[config.mk]
export PLATFORM = sky130hd
export DESIGN_NAME = usb_ctrl_ep
export DESIGN_NICKNAME = d
export VERILOG_FILES = /design/src/rtl/ctrl_ep_pkg.sv /design/src/rtl/ctrl_ep_fifo.sv /design/src/rtl/ctrl_ep_rdmux.sv /design/src/rtl/usb_ctrl_ep.sv
export SDC_FILE = /design/constraint.sdc
export NUM_CORES = 1
export LEC_CHECK = 0
export BUFFER_PORTS_ARGS = -buffer_cell sky130_fd_sc_hd__buf_2
export CORE_MARGIN = 2
export CORE_UTILIZATION = 54
export CTS_CLUSTER_SIZE = 8
export DETAILED_ROUTE_END_ITERATION = 8
export MAX_ROUTING_LAYER = met4
export PLACE_DENSITY_LB_ADDON = 0.05
export SLEW_MARGIN = 20
export SYNTH_ARGS = -nofsm -noshare
export SYNTH_HDL_FRONTEND = slang
export SYNTH_SLANG_ARGS = --single-unit
export TNS_END_PERCENT = 50
[constraint.sdc]
create_clock -name clk -period 3.24 [get_ports clk]
set_clock_uncertainty 0.1 [all_clocks]
set_input_delay 0.162 -clock clk [delete_from_list [all_inputs] [get_ports clk]]
set_output_delay 0.162 -clock clk [all_outputs]
set_load 0.02 [all_outputs]
[src/rtl/ctrl_ep_pkg.sv]
package ctrl_ep_pkg;
    typedef enum logic [1:0] {TOK_SETUP = 2'd0, TOK_OUT = 2'd1, TOK_IN = 2'd2, TOK_NONE = 2'd3} tok_e;
    typedef enum logic [1:0] {XF_IDLE, XF_SETUP, XF_OUT, XF_DROP} xfer_e;

    localparam logic [1:0] A_CTRL = 2'd0;
    localparam logic [1:0] A_CNT  = 2'd1;
    localparam logic [1:0] A_DATA = 2'd2;
    localparam logic [1:0] A_IEN  = 2'd3;

    typedef struct packed {
        xfer_e xfer;
        logic  setup_flag;
        logic  out_rcvd;
        logic  tx_rdy;
        logic  clr_ign;
        logic  toggle;
        logic  ie;
        logic  saw_out;
        logic  hs_valid;
        logic  hs_ack;
        logic  in_valid;
        logic  in_nak;
        logic  in_pid;
    } ep_state_t;
endpackage

[src/rtl/ctrl_ep_fifo.sv]
module ctrl_ep_fifo #(
    parameter int DEPTH = 16,
    localparam int AW = $clog2(DEPTH),
    localparam int CW = $clog2(DEPTH + 1)
) (
    input  logic          clk,
    input  logic          rst_n,
    input  logic          flush,
    input  logic          push,
    input  logic [7:0]    push_data,
    input  logic          pop,
    output logic [CW-1:0] count,
    output logic [7:0]    head
);
    logic [7:0]    mem [DEPTH];
    logic [AW-1:0] wr_d, wr_q, rd_d, rd_q;
    logic [CW-1:0] cnt_d, cnt_q;
    logic          do_push, do_pop;

    function automatic logic [AW-1:0] step(input logic [AW-1:0] p);
        return (p == AW'(DEPTH - 1)) ? '0 : p + 1'b1;
    endfunction

    always_comb begin
        do_push = push && (cnt_q != CW'(DEPTH)) && !flush;
        do_pop  = pop && (cnt_q != '0) && !flush;
        wr_d    = wr_q;
        rd_d    = rd_q;
        cnt_d   = cnt_q;
        if (flush) begin
            wr_d  = '0;
            rd_d  = '0;
            cnt_d = '0;
        end else begin
            if (do_push) wr_d = step(wr_q);
            if (do_pop)  rd_d = step(rd_q);
            cnt_d = cnt_q + CW'(do_push) - CW'(do_pop);
        end
    end

    always_ff @(posedge clk or negedge rst_n) begin
        if (!rst_n) begin
            wr_q  <= '0;
            rd_q  <= '0;
            cnt_q <= '0;
        end else begin
            wr_q  <= wr_d;
            rd_q  <= rd_d;
            cnt_q <= cnt_d;
        end
    end

    always_ff @(posedge clk) begin
        if (do_push) mem[wr_q] <= push_data;
    end

    assign count = cnt_q;
    assign head  = mem[rd_q];
endmodule

[src/rtl/ctrl_ep_rdmux.sv]
module ctrl_ep_rdmux #(
    parameter int CW = 5
) (
    input  logic [1:0]    addr,
    input  logic [7:0]    status,
    input  logic [CW-1:0] count,
    input  logic [7:0]    head,
    output logic [7:0]    rdata
);
    import ctrl_ep_pkg::*;

    always_comb begin
        case (addr)
            A_CTRL:  rdata = status;
            A_CNT:   rdata = 8'(count);
            A_DATA:  rdata = head;
            default: rdata = '0;
        endcase
    end
endmodule

[src/rtl/usb_ctrl_ep.sv]
module usb_ctrl_ep #(
    parameter int DEPTH = 16,
    localparam int CW = $clog2(DEPTH + 1)
) (
    input  logic          clk,
    input  logic          rst_n,
    input  logic          tok_valid,
    input  logic [1:0]    tok_kind,
    input  logic          rx_valid,
    input  logic [7:0]    rx_byte,
    input  logic          rx_eop,
    output logic          hs_valid,
    output logic          hs_ack,
    output logic          in_valid,
    output logic          in_nak,
    output logic          in_pid,
    output logic [CW-1:0] in_len,
    input  logic          tx_pop,
    output logic [7:0]    tx_byte,
    input  logic          host_ack,
    input  logic [1:0]    reg_addr,
    input  logic          reg_wr,
    input  logic          reg_rd,
    input  logic [7:0]    reg_wdata,
    output logic [7:0]    reg_rdata,
    output logic          irq
);
    import ctrl_ep_pkg::*;

    ep_state_t     st_d, st_q;
    logic [CW-1:0] len_d, len_q;
    logic [CW-1:0] fifo_count;
    logic [7:0]    fifo_head;
    logic          flush, push, pop, rx_push;
    logic [7:0]    push_data;
    logic          bank_busy;
    logic [7:0]    status;

    always_comb begin
        st_d          = st_q;
        len_d         = len_q;
        st_d.hs_valid = 1'b0;
        st_d.in_valid = 1'b0;
        flush         = 1'b0;
        bank_busy     = st_q.setup_flag || st_q.out_rcvd || st_q.tx_rdy || (fifo_count != '0);
        rx_push       = rx_valid && (st_q.xfer == XF_SETUP || st_q.xfer == XF_OUT);
        push          = rx_push || (reg_wr && reg_addr == A_DATA && !st_q.tx_rdy);
        push_data     = rx_push ? rx_byte : reg_wdata;
        pop           = (reg_rd && reg_addr == A_DATA && !st_q.tx_rdy)
                      || (tx_pop && st_q.tx_rdy);

        // firmware commands
        if (reg_wr && reg_addr == A_CTRL) begin
            if (reg_wdata[0]) begin
                if (fifo_count != '0) begin
                    st_d.clr_ign = 1'b1;
                end else begin
                    st_d.setup_flag = 1'b0;
                    st_d.clr_ign    = 1'b0;
                end
            end
            if (reg_wdata[1]) st_d.out_rcvd = 1'b0;
            if (reg_wdata[2]) st_d.tx_rdy   = 1'b1;
        end
        if (reg_wr && reg_addr == A_IEN) st_d.ie = reg_wdata[0];

        // IN packet acknowledged by the host
        if (host_ack && st_q.tx_rdy) begin
            st_d.tx_rdy = 1'b0;
            st_d.toggle = ~st_d.toggle;
            flush       = 1'b1;
        end

        // token decode
        if (tok_valid) begin
            case (tok_kind)
                TOK_SETUP: begin
                    st_d.xfer     = XF_SETUP;
                    st_d.tx_rdy   = 1'b0;
                    st_d.out_rcvd = 1'b0;
                    st_d.clr_ign  = 1'b0;
                    st_d.saw_out  = 1'b0;
                    flush         = 1'b1;
                end
                TOK_OUT: st_d.xfer = bank_busy ? XF_DROP : XF_OUT;
                TOK_IN: begin
                    st_d.in_valid = 1'b1;
                    st_d.in_nak   = !st_q.tx_rdy;
                    st_d.in_pid   = st_q.tx_rdy && (st_q.saw_out || st_q.toggle);
                    len_d         = st_q.tx_rdy ? fifo_count : '0;
                end
                default: ;
            endcase
        end

        // end of a received data packet
        if (rx_eop && st_q.xfer != XF_IDLE) begin
            st_d.hs_valid = 1'b1;
            st_d.hs_ack   = (st_q.xfer != XF_DROP);
            st_d.xfer     = XF_IDLE;
            if (st_q.xfer == XF_SETUP) begin
                st_d.setup_flag = 1'b1;
                st_d.toggle     = 1'b1;
            end
            if (st_q.xfer == XF_OUT) begin
                st_d.out_rcvd = 1'b1;
                st_d.saw_out  = 1'b1;
                st_d.toggle   = ~st_q.toggle;
            end
        end
    end

    always_ff @(posedge clk or negedge rst_n) begin
        if (!rst_n) begin
            st_q  <= '{xfer: XF_IDLE, default: 1'b0};
            len_q <= '0;
        end else begin
            st_q  <= st_d;
            len_q <= len_d;
        end
    end

    ctrl_ep_fifo #(.DEPTH(DEPTH)) u_fifo (
        .clk       (clk),
        .rst_n     (rst_n),
        .flush     (flush),
        .push      (push),
        .push_data (push_data),
        .pop       (pop),
        .count     (fifo_count),
        .head      (fifo_head)
    );

    assign status = {2'b00, st_q.ie, st_q.toggle, st_q.clr_ign,
                     st_q.tx_rdy, st_q.out_rcvd, st_q.setup_flag};

    ctrl_ep_rdmux #(.CW(CW)) u_rdmux (
        .addr   (reg_addr),
        .status (status),
        .count  (fifo_count),
        .head   (fifo_head),
        .rdata  (reg_rdata)
    );

    assign hs_valid = st_q.hs_valid;
    assign hs_ack   = st_q.hs_ack;
    assign in_valid = st_q.in_valid;
    assign in_nak   = st_q.in_nak;
    assign in_pid   = st_q.in_pid;
    assign in_len   = len_q;
    assign tx_byte  = fifo_head;
    assign irq      = st_q.setup_flag && st_q.ie;
endmodule

## After elaboration in Yosys (flattened, before gate mapping)

Memories as Yosys holds them, arrays and structs flattened.
Cells that the tools add are included.

- Bits in registers: 32
- Bits in latches: 0
- Bits in writable memories: 128
- Bits in read-only memories: 0
- Input bits: 29
- Output and inout bits: 27
- Logic and storage cells: 110
- Memories: 1

- $add $sub $neg: 4
- Multiply operators: 0
- Divide/modulo/power cells: 0
- Order comparisons: 0
- Eq/ne operators: 11
- Shifts and indexed selects: 0
- Muxes and demuxes: 41
- Bitwise operators: 1
- Reduce and logical (&&, ||, !) cells: 35

Memories:

| name | words | width | read ports | clocked after memory_dff | write ports | RTL line | RTL |
|---|---|---|---|---|---|---|---|
| u_fifo.mem | 16 | 8 | 1 | 0 | 1 | ctrl_ep_fifo.sv:15 | `logic [7:0] mem [DEPTH];` |

Operators with widths:

| operator | count |
|---|---|
| $mux 4 | 8 |
| $pmux 8 s3 | 1 |
| $mux 1 | 22 |
| $logic_and 1x1->1 | 16 |
| $mux 3 | 5 |
| $mux 5 | 2 |
| $add 4x1->4 const B | 2 |
| $eq 2x2->1 const B | 4 |
| $eq 4x4->1 const B | 2 |
| $mux 8 | 1 |
| $reduce_bool 2->1 | 4 |
| $logic_or 1x1->1 | 7 |
| $eq 2x1->1 const B | 3 |
| $add 5x1->5 | 1 |
| $ne 5x5->1 const B | 1 |
| $reduce_bool 5->1 | 1 |
| $sub 5x1->5 | 1 |
| $logic_not 2->1 | 2 |
| $pmux 2 s2 | 1 |
| $reduce_and 2->1 | 2 |
| $reduce_bool 3->1 | 1 |
| $logic_not 1->1 | 2 |
| $mux 2 | 1 |
| $ne 2x2->1 const B | 1 |
| $not 1->1 | 1 |

## Depth between registers and ports, before layout

Gate-level depths: netlist of run 1.

- Word-level depth: 9
- Mapped depth: 14
- Depth with buffers taken out: 14

## Hierarchy

A second synthesis of run 1 with hierarchy kept.

- Cells, all modules: 458
- Area total of the unflattened synthesis: 7034.2 µm²

Modules (own cells, without submodules):

| module | instances | cells each | area each (µm²) | seq. area each (µm²) |
|---|---|---|---|---|
| ctrl_ep_fifo | 1 | 338 | 5854.4 | 4169.0 |
| usb_ctrl_ep | 1 | 101 | 1012.2 | 475.5 |
| ctrl_ep_rdmux | 1 | 19 | 167.7 | 0.0 |

## Worst setup path before layout of run 1

No wires, ideal clock.

- Kind: reg-to-reg
- Start: register u_fifo.cnt_q[3] (netlist: u_fifo.count[3])
- End: register u_fifo.cnt_q[4] (netlist: u_fifo.count[4])
- Library setup time: 127 ps
- Data arrival time: 2967 ps
- Required time: 3013 ps
- Slack: 46 ps
- Cell stages (with the launch flop): 15
- Path buffers: 0
- Period minus slack after synthesis: 3194 ps
- Cells stage by stage: dfrtp_1 > inv_1 > ha_1 > or4b_2 > o21a_1 > and3_1 > ha_1 > inv_1 > ha_1 > inv_1 > fa_1 > nand2b_1 > a21oi_1 > o21ai_0 > nor3b_1

- Word-level cells in the longest chain between the ends: 6
- Elaborated cells between the ends (all ways): 9
- Those cells by class: add/sub (2); eq/ne (1); mux (1); reduce/logical (5)

Ends and longest elaborated chain:

| what | RTL line | RTL |
|---|---|---|
| from (decl) | ctrl_ep_fifo.sv:17 | `logic [CW-1:0] cnt_d, cnt_q;` |
| from (signal assigned) | ctrl_ep_fifo.sv:49 | `cnt_q <= cnt_d;` |
| $ne 5x5->1 | ctrl_ep_fifo.sv:25 | `do_push = push && (cnt_q != CW'(DEPTH)) && !flush;` |
| $logic_and 1x1->1 (2 in a row) | ctrl_ep_fifo.sv:25 |  |
| $add 5x1->5 | ctrl_ep_fifo.sv:37 | `cnt_d = cnt_q + CW'(do_push) - CW'(do_pop);` |
| $sub 5x1->5 (*) | ctrl_ep_fifo.sv:37 |  |
| $mux 5 (*) | ctrl_ep_fifo.sv:30 | `if (flush) begin` |
| named net u_fifo.cnt_d[4] | ctrl_ep_fifo.sv:17 |  |

Mark *: on every way through the listed nets, which the timed path passes. The rest lies on a longest branch.
A chain may end at the register's enable or synchronous reset.

## Final worst setup path of run 1

- Start: register u_fifo.cnt_q[2] (netlist: u_fifo.count[2])
- End: register u_fifo.cnt_q[4] (netlist: u_fifo.count[4])

The elaborated chain is that of the path after synthesis.

==> results.yml, run 1 <==
outcome:
  status: "completed"
die:
  die_height_microns: 117
  io_pins: 56
  core_area_sq_um: 12600
  dieWidth_microns: 117
  start_util: 0.551
  fp-row-count: 41
  dieArea_sq_um: 13800
detailed_routing:
  route.detailed.drc: 0
  wire_per_inst_microns: 20.5
  ant_nets: 0
  wirelength_microns: 14200
  num_vias: 3912
  vias_per_cell: 5.65
  dr.pass1.iters: 6
  detail_route.iter0.violations: 301
power_and_ir_drop:
  comb_power_share: 0.278
  power.density_nw_per_um2: 779
  p_sw_frac: 0.296
  vdd_drop_max_v: 0.000460
  clock_power_share: 0.306
  p_int_mw: 4.47
  p_seq_frac: 0.416
  switching_power_mw: 1.88
  leakage_nw: 3.04
  p_total_mw: 6.35
grt:
  grt_use_total: 0.228
  grt_max_degree: 33
  grt_pass1_vias: 4023
  grt-ovfl-total: 0
  antenna_found_initial: 0
  grt_pass1_wl_microns: 22600
synth:
  synth_area_sq_um: 6950
  ys_warn_count: 0
  synthDistinctLibCells: 48
  synth.mux.area_fraction: 0.138
  postSynthCellCount: 427
  synth_seq_cells: 160
  synth_simple_gate_area_frac: 0.0794
  synth-edff-count: 128
  synth_top_family_by_area: "multiplexers"
  yosysSeqAreaShare: 0.668
  synthArstFlopShare: 0.200
  synth_xor_area_frac: 0.00504
  synth_area_leader_cell: "edfxtp_1"
  synthTopCellsByArea: "edfxtp_1 55%, dfrtp_1 12%, mux4_2 7.1%, mux4_1 3.8%, ha_1 2.7%"
  syn-num-nets: 472
  synth_common_cells: "128 x edfxtp_1, 33 x nand2_1, 32 x dfrtp_1, 22 x mux4_2"
  synth_compound_area_frac: 0.0540
  yosys.area_share.adder: 0.0299
  synth.most_common_cell: "edfxtp_1"
  yosysTopAreaCellShare: 0.553
  synthFlopType: "edfxtp_1"
  avgSynthCellArea_sq_um: 16.3
timing:
  min_period_ps: 3050
  worstMarginPinSlew_ps: 772
  period_share: 0.942
  fin_tns_setup_ps: 0
  rsz0062_at_grt: "no"
  slew_headroom: 0.485
  finalHoldViolCount: 0
  setup_viol: 0
  clock.fmax_ghz: 0.328
  drv_slew: 0
  whs_ps: 78.3
  setup_slack_ps: 188
clock_tree:
  insertion_delay_ps: 420
  clkSlewWorstSetupHoldPaths_ps: 60
  cts-root-buf: "clkbuf_16"
  cts_max_path_buffers: 2
  cts.sinks: 160
  numCtsBuffers: 17
  h-tree-depth: 4
  cts_tree: "built"
place:
  port_buffers: 55
  dp_cells: 651
  placed_cell_area_sq_um: 7470
  dpl.hpwl_microns: 9890
  place.gp.congestion: 0.948
  dp_slack_ps: -6.14
finish:
  drive_above_1_share: 0.257
  diodes: 0
  fin_util: 0.646
  area_growth_pct: 17.3
  multi_input_area_sq_um: 2140
  nets: 553
  stdcell_count: 693
  fin_area_sq_um: 8150
  ff_latch_area_sq_um: 4650
  fillers: 965
setup_path:
  arrival_ps: 3250
  timing.critical_path.to_type: "flop"
  cp.required_ps: 3440
  critPathKind: "flop to flop"
  worstSetupStartpointType: "flop"
  path_max_fanout: 2
flow_run:
  cap_violations: 0
min_path:
  min_path_type: "primary input to flop"
==> power groups by stage <==
stage / clock [mW] / sequential (mW) / combinational (mW)
floorplan: 0 / 2.64 / 1.23
CTS: 1.98 / 2.64 / 1.78
global placement: 0 / 2.67 / 1.71
finish: 1.94 / 2.64 / 1.76
detailed placement: 0 / 2.68 / 1.74
global route: 2.06 / 2.67 / 1.93
==> layout make-up <==
type	count	area share
flip-flops and latches	160	0.570
multi-input cells	229	0.262
repair buffers	82	0.0629
clock buffers	25	0.0559
well taps	172	0.0264
clock inverters	7	0.0141
inverters	18	0.00829
==> flip-flops by register name, indices dropped and copies added (netlist names) <==
signal / flops
in_nak: 1
in_len: 5
u_fifo.wr_q: 4
hs_ack: 1
st_q: 9
in_pid: 1
u_fifo.count: 5
hs_valid: 1
in_valid: 1
u_fifo.mem: 128
u_fifo.rd_q: 4
==> final timing paths <==
check | startpoint | endpoint | slack (ps) | depth (start not counted)
max in group asynchronous | rst_n | u_fifo.rd_q[0]$_DFFE_PN0P_ | 2220 | 2
worst min-delay path | tok_valid | st_q[12]$_DFFE_PN0P_ | 80 | 4
min in group asynchronous | rst_n | in_nak$_DFFE_PN0P_ | 270 | 2
worst max-delay path | u_fifo.count[2]$_DFF_PN0_ | u_fifo.count[4]$_DFF_PN0_ | 190 | 14
worst max register to register | u_fifo.count[2]$_DFF_PN0_ | u_fifo.count[4]$_DFF_PN0_ | 190 | 14
worst min register to register | in_len[3]$_DFFE_PN0P_ | in_len[3]$_DFFE_PN0P_ | 390 | 2
==> critical path, stage by stage (launching register included) <==
cell and delay, ps:
dfrtp_1 380, inv_1 90, ha_1 190, or4b_4 470
o21a_1 130, and3_1 150, ha_1 270, inv_1 60
ha_1 170, inv_1 60, fa_2 340, nand2b_1 160
a21oi_2 150, o21ai_0 80, nor3b_1 140
==> kinds of logic (layout without fill, tap and decap cells) <==
family / Yosys count / after routing
adder cells (fa/ha/maj): 16 / 16
AND/OR/NAND/NOR: 102 / 102
AO/OA/AOI/OAI: 56 / 56
buffers and inverters: 38 / 132
multiplexers: 51 / 51
XOR/XNOR: 4 / 4
flip-flops: 160 / 160
==> routing by layer <==
metal | vias to the layer above | wire, microns | share of wire | global-route usage
li1 | 1825 | - | - | -
met1 | 1981 | 6430 | 0.45 | 0.309
met2 | 84 | 7010 | 0.49 | 0.342
met3 | 22 | 487 | 0.034 | 0.0480
met4 | 0 | 274 | 0.019 | 0.0896
met5 | - | 0 | 0 | -
==> placed cells by master, fill, tap and decap left out, drive strengths merged, types with 2 or more instances in the layout <==
cell,instances
xor2,2
mux4,32
inv,19
dfrtp,32
a22o,2
and2,10
and4,4
nor2b,7
edfxtp,128
and4b,4
a31oi,2
a21oi,10
clkinv,2
a211oi,5
o21ai,15
nand2b,3
nor4,3
buf,73
or3b,2
a21o,2
bufinv,3
nor2,18
ha,15
and3,4
mux2,9
dlygate4sd3,9
a221o,5
xnor2,2
mux2i,10
clkbuf,25
nand3,5
nand2,33
nor3b,2
a22oi,10
==> timing repair <==
| item | CTS | global route |
|---|---|---|
| hold buffers | 9 | 0 |
| gates resized for setup | 1 | 2 |
| setup endpoints to repair | 1 | 1 |
| hold endpoints to repair | 38 | 0 |
| setup buffers | 1 | 0 |
Note: power is estimated with default switching activity, not from simulation.
==> run 2, diff against run 1 <==
--- a/config.mk
+++ b/config.mk
@@ -7,7 +7,8 @@
 export LEC_CHECK = 0
 export BUFFER_PORTS_ARGS = -buffer_cell sky130_fd_sc_hd__buf_2
 export CORE_MARGIN = 2
-export CORE_UTILIZATION = 54
+export CORE_UTILIZATION = 56
+export CTS_BUF_LIST = sky130_fd_sc_hd__clkbuf_4
 export CTS_CLUSTER_SIZE = 8
 export DETAILED_ROUTE_END_ITERATION = 8
 export MAX_ROUTING_LAYER = met4
==> run 2 against run 1 <==
  * Maximum frequency is 0.69% higher
  * Register-to-register slack better by 20 ps
  * Count of clock-buffer cells in the layout is 7 lower
  * Global-route usage is 0.50 points higher
  * Power is 13% lower
  * Sequential share of layout area is 2.0 points higher
  * Hold slack better by 4.1 ps
  * Critical path depth stayed put
  * Die area is 3.5% lower
  * Non-clock buffer count is 5 higher
==> results.yml, run 2 (synthesized netlist as in run 1, its figures left out) <==
grt:
  grt-ovfl-total: 0
  met2_usage: 0.354
  grt_use_total: 0.233
  busiest_layer: "met2"
  use_met3: 0.0507
  antenna_found_initial: 0
  grtUsageMet1: 0.325
  grt_pass1_vias: 3903
  grt_max_degree: 33
  grt_pass1_wl_microns: 21700
timing:
  fin_tns_setup_ps: 0
  slew_headroom: 0.485
  finalHoldViolCount: 0
  whs_ps: 82.4
  setup_viol: 0
  clock.fmax_ghz: 0.330
  worstMarginPinSlew_ps: 772
  setup_slack_ps: 209
  rsz0062_at_grt: "no"
  min_period_ps: 3030
  drv_slew: 0
  period_share: 0.936
finish:
  drive_above_1_share: 0.269
  fillers: 874
  largest_register: "u_fifo.mem"
  largest_registers: "u_fifo.mem (128), st_q (9)"
  fin_area_sq_um: 7880
  area_growth_pct: 13.4
  largest_reg_flops: 128
  diodes: 0
  nets: 558
  mostFrequentLayoutCells: "128 x edfxtp_1, 55 x buf_2, 33 x nand2_1"
  mostFrequentLayoutCell: "edfxtp_1"
power_and_ir_drop:
  vdd_drop_max_v: 0.000560
  power.density_nw_per_um2: 700
  leakage_nw: 2.93
  p_total_mw: 5.52
setup_path:
  reg2reg_depth: 14
  cp.required_ps: 3570
  r2r-start: "u_fifo.count[3]$_DFF_PN0_"
  path_max_fanout: 2
  r2r-end: "u_fifo.count[4]$_DFF_PN0_"
  timing.critical_path.to_type: "flop"
  worstSetupStartpointType: "flop"
  critPathKind: "flop to flop"
  rrSetupSlack_ps: 210
  arrival_ps: 3360
clock_tree:
  cts_tree: "built"
  clkSlewWorstSetupHoldPaths_ps: 130
  numCtsBuffers: 17
  insertion_delay_ps: 530
  cts-root-buf: "clkbuf_4"
  h-tree-depth: 4
  cts.sinks: 160
  cts_max_path_buffers: 2
die:
  dieArea_sq_um: 13300
  fp-row-count: 40
  start_util: 0.576
  core_area_sq_um: 12100
  dieWidth_microns: 115
  die_height_microns: 115
  io_pins: 56
detailed_routing:
  route.detailed.drc: 0
  ant_nets: 0
  dr.pass1.iters: 5
  wirelength_microns: 14200
  vias_per_cell: 5.78
  detail_route.iter0.violations: 294
  num_vias: 4006
  wire_per_inst_microns: 20.5
min_path:
  min_to: "u_fifo.mem[4][6]$_DFFE_PP_"
  min_path_type: "primary input to flop"
  holdCritStartpoint: "reg_wdata[6]"
  hold_depth: 2
flow_run:
  cap_violations: 0
place:
  port_buffers: 55
  dpl.hpwl_microns: 9700
  place.gp.congestion: 0.894
  dp_slack_ps: -0.879
  placed_cell_area_sq_um: 7460
outcome:
  status: "completed"
==> run 2: cell count changes in the layout (fill, tap and decap cells not counted), moves of 2 or more <==
| cell | previous run | this run |
|---|---|---|
| clkbuf_4 | 0 | 18 |
| clkbuf_16 | 17 | 0 |
| clkbuf_1 | 8 | 0 |
| clkinv_2 | 1 | 6 |
| dlygate4sd3_1 | 9 | 14 |
| clkinv_4 | 0 | 2 |
==> run 2: area by class of cell <==
type	count	area, sq um	area share
clock buffers	18	135	0.0171
multi-input cells	229	2140	0.272
flip-flops and latches	160	4650	0.590
repair buffers	87	554	0.0703
well taps	168	210	0.0267
clock inverters	13	123	0.0156
inverters	18	67.6	0.00857
==> run 2: critical path: stages, from the launching register on <==
cell      delay, ps
dfrtp_1         400
inv_1            90
ha_2            180
or4b_4          460
o21a_1          140
and3_1          150
ha_1            260
inv_1            60
ha_1            160
inv_1            60
fa_2            340
nand2b_1        160
a21oi_2         150
o21ai_0          80
nor3b_1         140
==> run 2: worst max path at each step <==
stage	start	end	cells past startpoint	slack (ps)
after CTS	u_fifo.rd_q[0]$_DFFE_PN0P_	reg_rdata[6]	6	30
final	u_fifo.count[3]$_DFF_PN0_	u_fifo.count[4]$_DFF_PN0_	14	210
after floorplan	u_fifo.count[3]$_DFF_PN0_	u_fifo.count[4]$_DFF_PN0_	14	50
after global routing	u_fifo.rd_q[0]$_DFFE_PN0P_	reg_rdata[7]	6	20
after detailed placement	u_fifo.count[3]$_DFF_PN0_	u_fifo.count[4]$_DFF_PN0_	14	-0.9
after global placement	u_fifo.count[2]$_DFF_PN0_	u_fifo.count[4]$_DFF_PN0_	14	90
==> run 2: what timing repair did <==
action                                  4_1_cts  5_1_grt
hold buffers                                 14        0
buffers inserted                              0        1
endpoints found under the setup margin        8        6
gates resized for setup                       3        2
endpoints found under the hold margin        44        0
==> run 2: where the power goes <==
group | internal [mW] | switching (mW)
clock network | 0.451 | 0.642
registers | 2.48 | 0.174
logic | 0.795 | 0.980
total | 3.72 | 1.80
==> run 2: routing by layer <==
layer / up-vias / part of all wire
li1: 1845 / -
met1: 2030 / 0.44
met2: 110 / 0.49
met3: 21 / 0.050
met4: 0 / 0.014
met5: - / 0
==> run 2: through the flow <==
stage | util | cells
floorplan | - | 427
global placement | 0.618 | 647
detailed placement | 0.618 | 647
CTS | 0.652 | 692
global route | 0.653 | 693
finish | 0.653 | 693
==> run 3, diff against run 2 <==
--- a/config.mk
+++ b/config.mk
@@ -7,7 +7,7 @@
 export LEC_CHECK = 0
 export BUFFER_PORTS_ARGS = -buffer_cell sky130_fd_sc_hd__buf_2
 export CORE_MARGIN = 2
-export CORE_UTILIZATION = 56
+export CORE_UTILIZATION = 66
 export CTS_BUF_LIST = sky130_fd_sc_hd__clkbuf_4
 export CTS_CLUSTER_SIZE = 8
 export DETAILED_ROUTE_END_ITERATION = 8
==> constraint.sdc (replaced) <==
create_clock -name clk -period 3.5 [get_ports clk]
set_clock_uncertainty 0.1 [all_clocks]
set_input_delay 0.175 -clock clk [delete_from_list [all_inputs] [get_ports clk]]
set_output_delay 0.175 -clock clk [all_outputs]
set_load 0.02 [all_outputs]
==> run 3 against run 2 <==
  * Largest cell class unchanged
  * Sequential cell count is the same
  * First-iteration DRC count down 0.34%
  * Hold slack got worse by 8.4 ps
  * Critical path depth unchanged
  * Register-to-register slack gained 40 ps
  * Global-route usage grew 4.7 points
  * Final cell count fell by 5.6%
  * Non-clock buffer count is 9 lower
  * Via count increased by 1.6%
  * Die area fell by 15%
  * Combinational power down 16%
  * Highest routed layer unchanged
==> results.yml, run 3 (synthesized netlist as in run 1, its figures left out) <==
outcome:
  status: "completed"
detailed_routing:
  ant_nets: 0
  vias_per_cell: 6.22
  dr.pass1.iters: 5
  detail_route.iter0.violations: 293
  wire_per_inst_microns: 21.9
  num_vias: 4071
  route.detailed.drc: 0
  wirelength_microns: 14300
place:
  place.gp.congestion: 0.834
  dp_slack_ps: 74.0
  dpl.hpwl_microns: 9380
  dp_cells: 605
  port_buffers: 55
timing:
  worstMarginPinSlew_ps: 741
  setup_viol: 0
  drv_slew: 0
  setup_slack_ps: 254
  rsz0062_at_grt: "no"
  period_share: 0.928
  clock.fmax_ghz: 0.308
  min_period_ps: 3250
  slew_headroom: 0.506
  finalHoldViolCount: 0
  fin_tns_setup_ps: 0
finish:
  largest_register: "u_fifo.mem"
  area_growth_pct: 12.9
  drive_above_1_share: 0.255
  largest_registers: "u_fifo.mem (128), st_q (9)"
  stdcell_count: 654
  largest_reg_flops: 128
  mostFrequentLayoutCells: "128 x edfxtp_1, 55 x buf_2, 33 x nand2_1"
  nets: 549
  mostFrequentLayoutCell: "edfxtp_1"
power_and_ir_drop:
  leakage_nw: 2.90
  vdd_drop_max_v: 0.000381
  power.density_nw_per_um2: 665
die:
  fp-row-count: 37
  die_height_microns: 107
  start_util: 0.676
  dieWidth_microns: 107
  io_pins: 56
  dieArea_sq_um: 11400
  core_area_sq_um: 10300
flow_run:
  cap_violations: 0
clock_tree:
  cts-root-buf: "clkbuf_4"
  cts.sinks: 160
  cts_max_path_buffers: 2
  clkSlewWorstSetupHoldPaths_ps: 130
  numCtsBuffers: 17
  h-tree-depth: 4
  post-cts-setup-buffers: 0
  insertion_delay_ps: 530
  cts_tree: "built"
grt:
  grt_pass1_vias: 3949
  grt_max_degree: 33
  antenna_found_initial: 1
  grt-ovfl-total: 0
  grt_pass1_wl_microns: 22000
  grt_use_total: 0.280
setup_path:
  cp.required_ps: 3850
  path_max_fanout: 5
  cpMaxStageDelayCell: "or4b_4"
  crit_chain: "inv_1 > ha_1 > or4b_4 > o21a_2 > and3_1 > ha_1 > inv_1 > ha_1 > inv_1 > fa_1 > nand2b_1 > a21oi_1 > nor3_1 > nor3b_1"
  arrival_ps: 3600
  worstSetupStartpointType: "flop"
  timing.critical_path.to_type: "flop"
  slowest_delay_ps: 500
  critPathKind: "flop to flop"
min_path:
  min_path_type: "primary input to flop"
run 3: final timing paths:
check                           cells after the start  slack [ps]                       from                    endpoint
max in group asynchronous                           2        2640                      rst_n  u_fifo.rd_q[0]$_DFFE_PN0P_
worst max register to register                     14         250  u_fifo.count[3]$_DFF_PN0_   u_fifo.count[4]$_DFF_PN0_
min in group asynchronous                           2         130                      rst_n  u_fifo.rd_q[1]$_DFFE_PN0P_
worst min-delay path                                2          70                 rx_byte[0]  u_fifo.mem[0][0]$_DFFE_PP_
worst min register to register                      2         390          st_q[5]$_DFF_PN0_           st_q[5]$_DFF_PN0_
worst max-delay path                               14         250  u_fifo.count[3]$_DFF_PN0_   u_fifo.count[4]$_DFF_PN0_
run 3: routing by layer:
| layer | global-route usage | part of all wire | up-vias |
|---|---|---|---|
| met5 | - | 0 | - |
| met4 | 0.120 | 0.033 | 0 |
| met3 | 0.0590 | 0.076 | 34 |
| met2 | 0.411 | 0.47 | 194 |
| met1 | 0.391 | 0.42 | 2022 |
| li1 | - | - | 1821 |
run 3: layout make-up:
type | count | area [sq um]
Multi-Input combinational cell | 229 | 2140
Tap cell | 136 | 170
Antenna cell | 1 | 2.50
Inverter | 18 | 67.6
Clock buffer | 19 | 143
Fill cell | 607 | 2430
Timing Repair Buffer | 78 | 488
Clock inverter | 13 | 186
Sequential cell | 160 | 4650
run 3: worst max-delay path, delay by kind of cell (launching register included):
kind / cells / cell delay (ps)
and+or+nand+nor: 5 / 1090
adders and majority gates: 4 / 980
DFF: 1 / 430
AOI/OAI and AO/OA: 2 / 360
buffers and inverters: 3 / 210
run 3: repair_timing:
item	CTS	global route
hold buffers	16	0
resized for setup	0	3
setup endpoints to repair	0	3
endpoints found under the hold margin	44	0
run 3: metrics by stage:
stage	power [mW]	utilization	instance area, sq um	hold slack (ps)
after floorplan	3.58	-	6950	-221
after global placement	3.95	0.715	7350	153
after detailed placement	4.00	0.715	7350	174
after CTS	5.22	0.762	7840	62.7
after global routing	5.47	0.763	7850	87.1
final	5.22	0.763	7850	74.1
run 3: report_power, final:
group,internal (mW),switching (mW)
sequential,2.29,0.202
combinational,0.667,0.837
clock,0.585,0.634
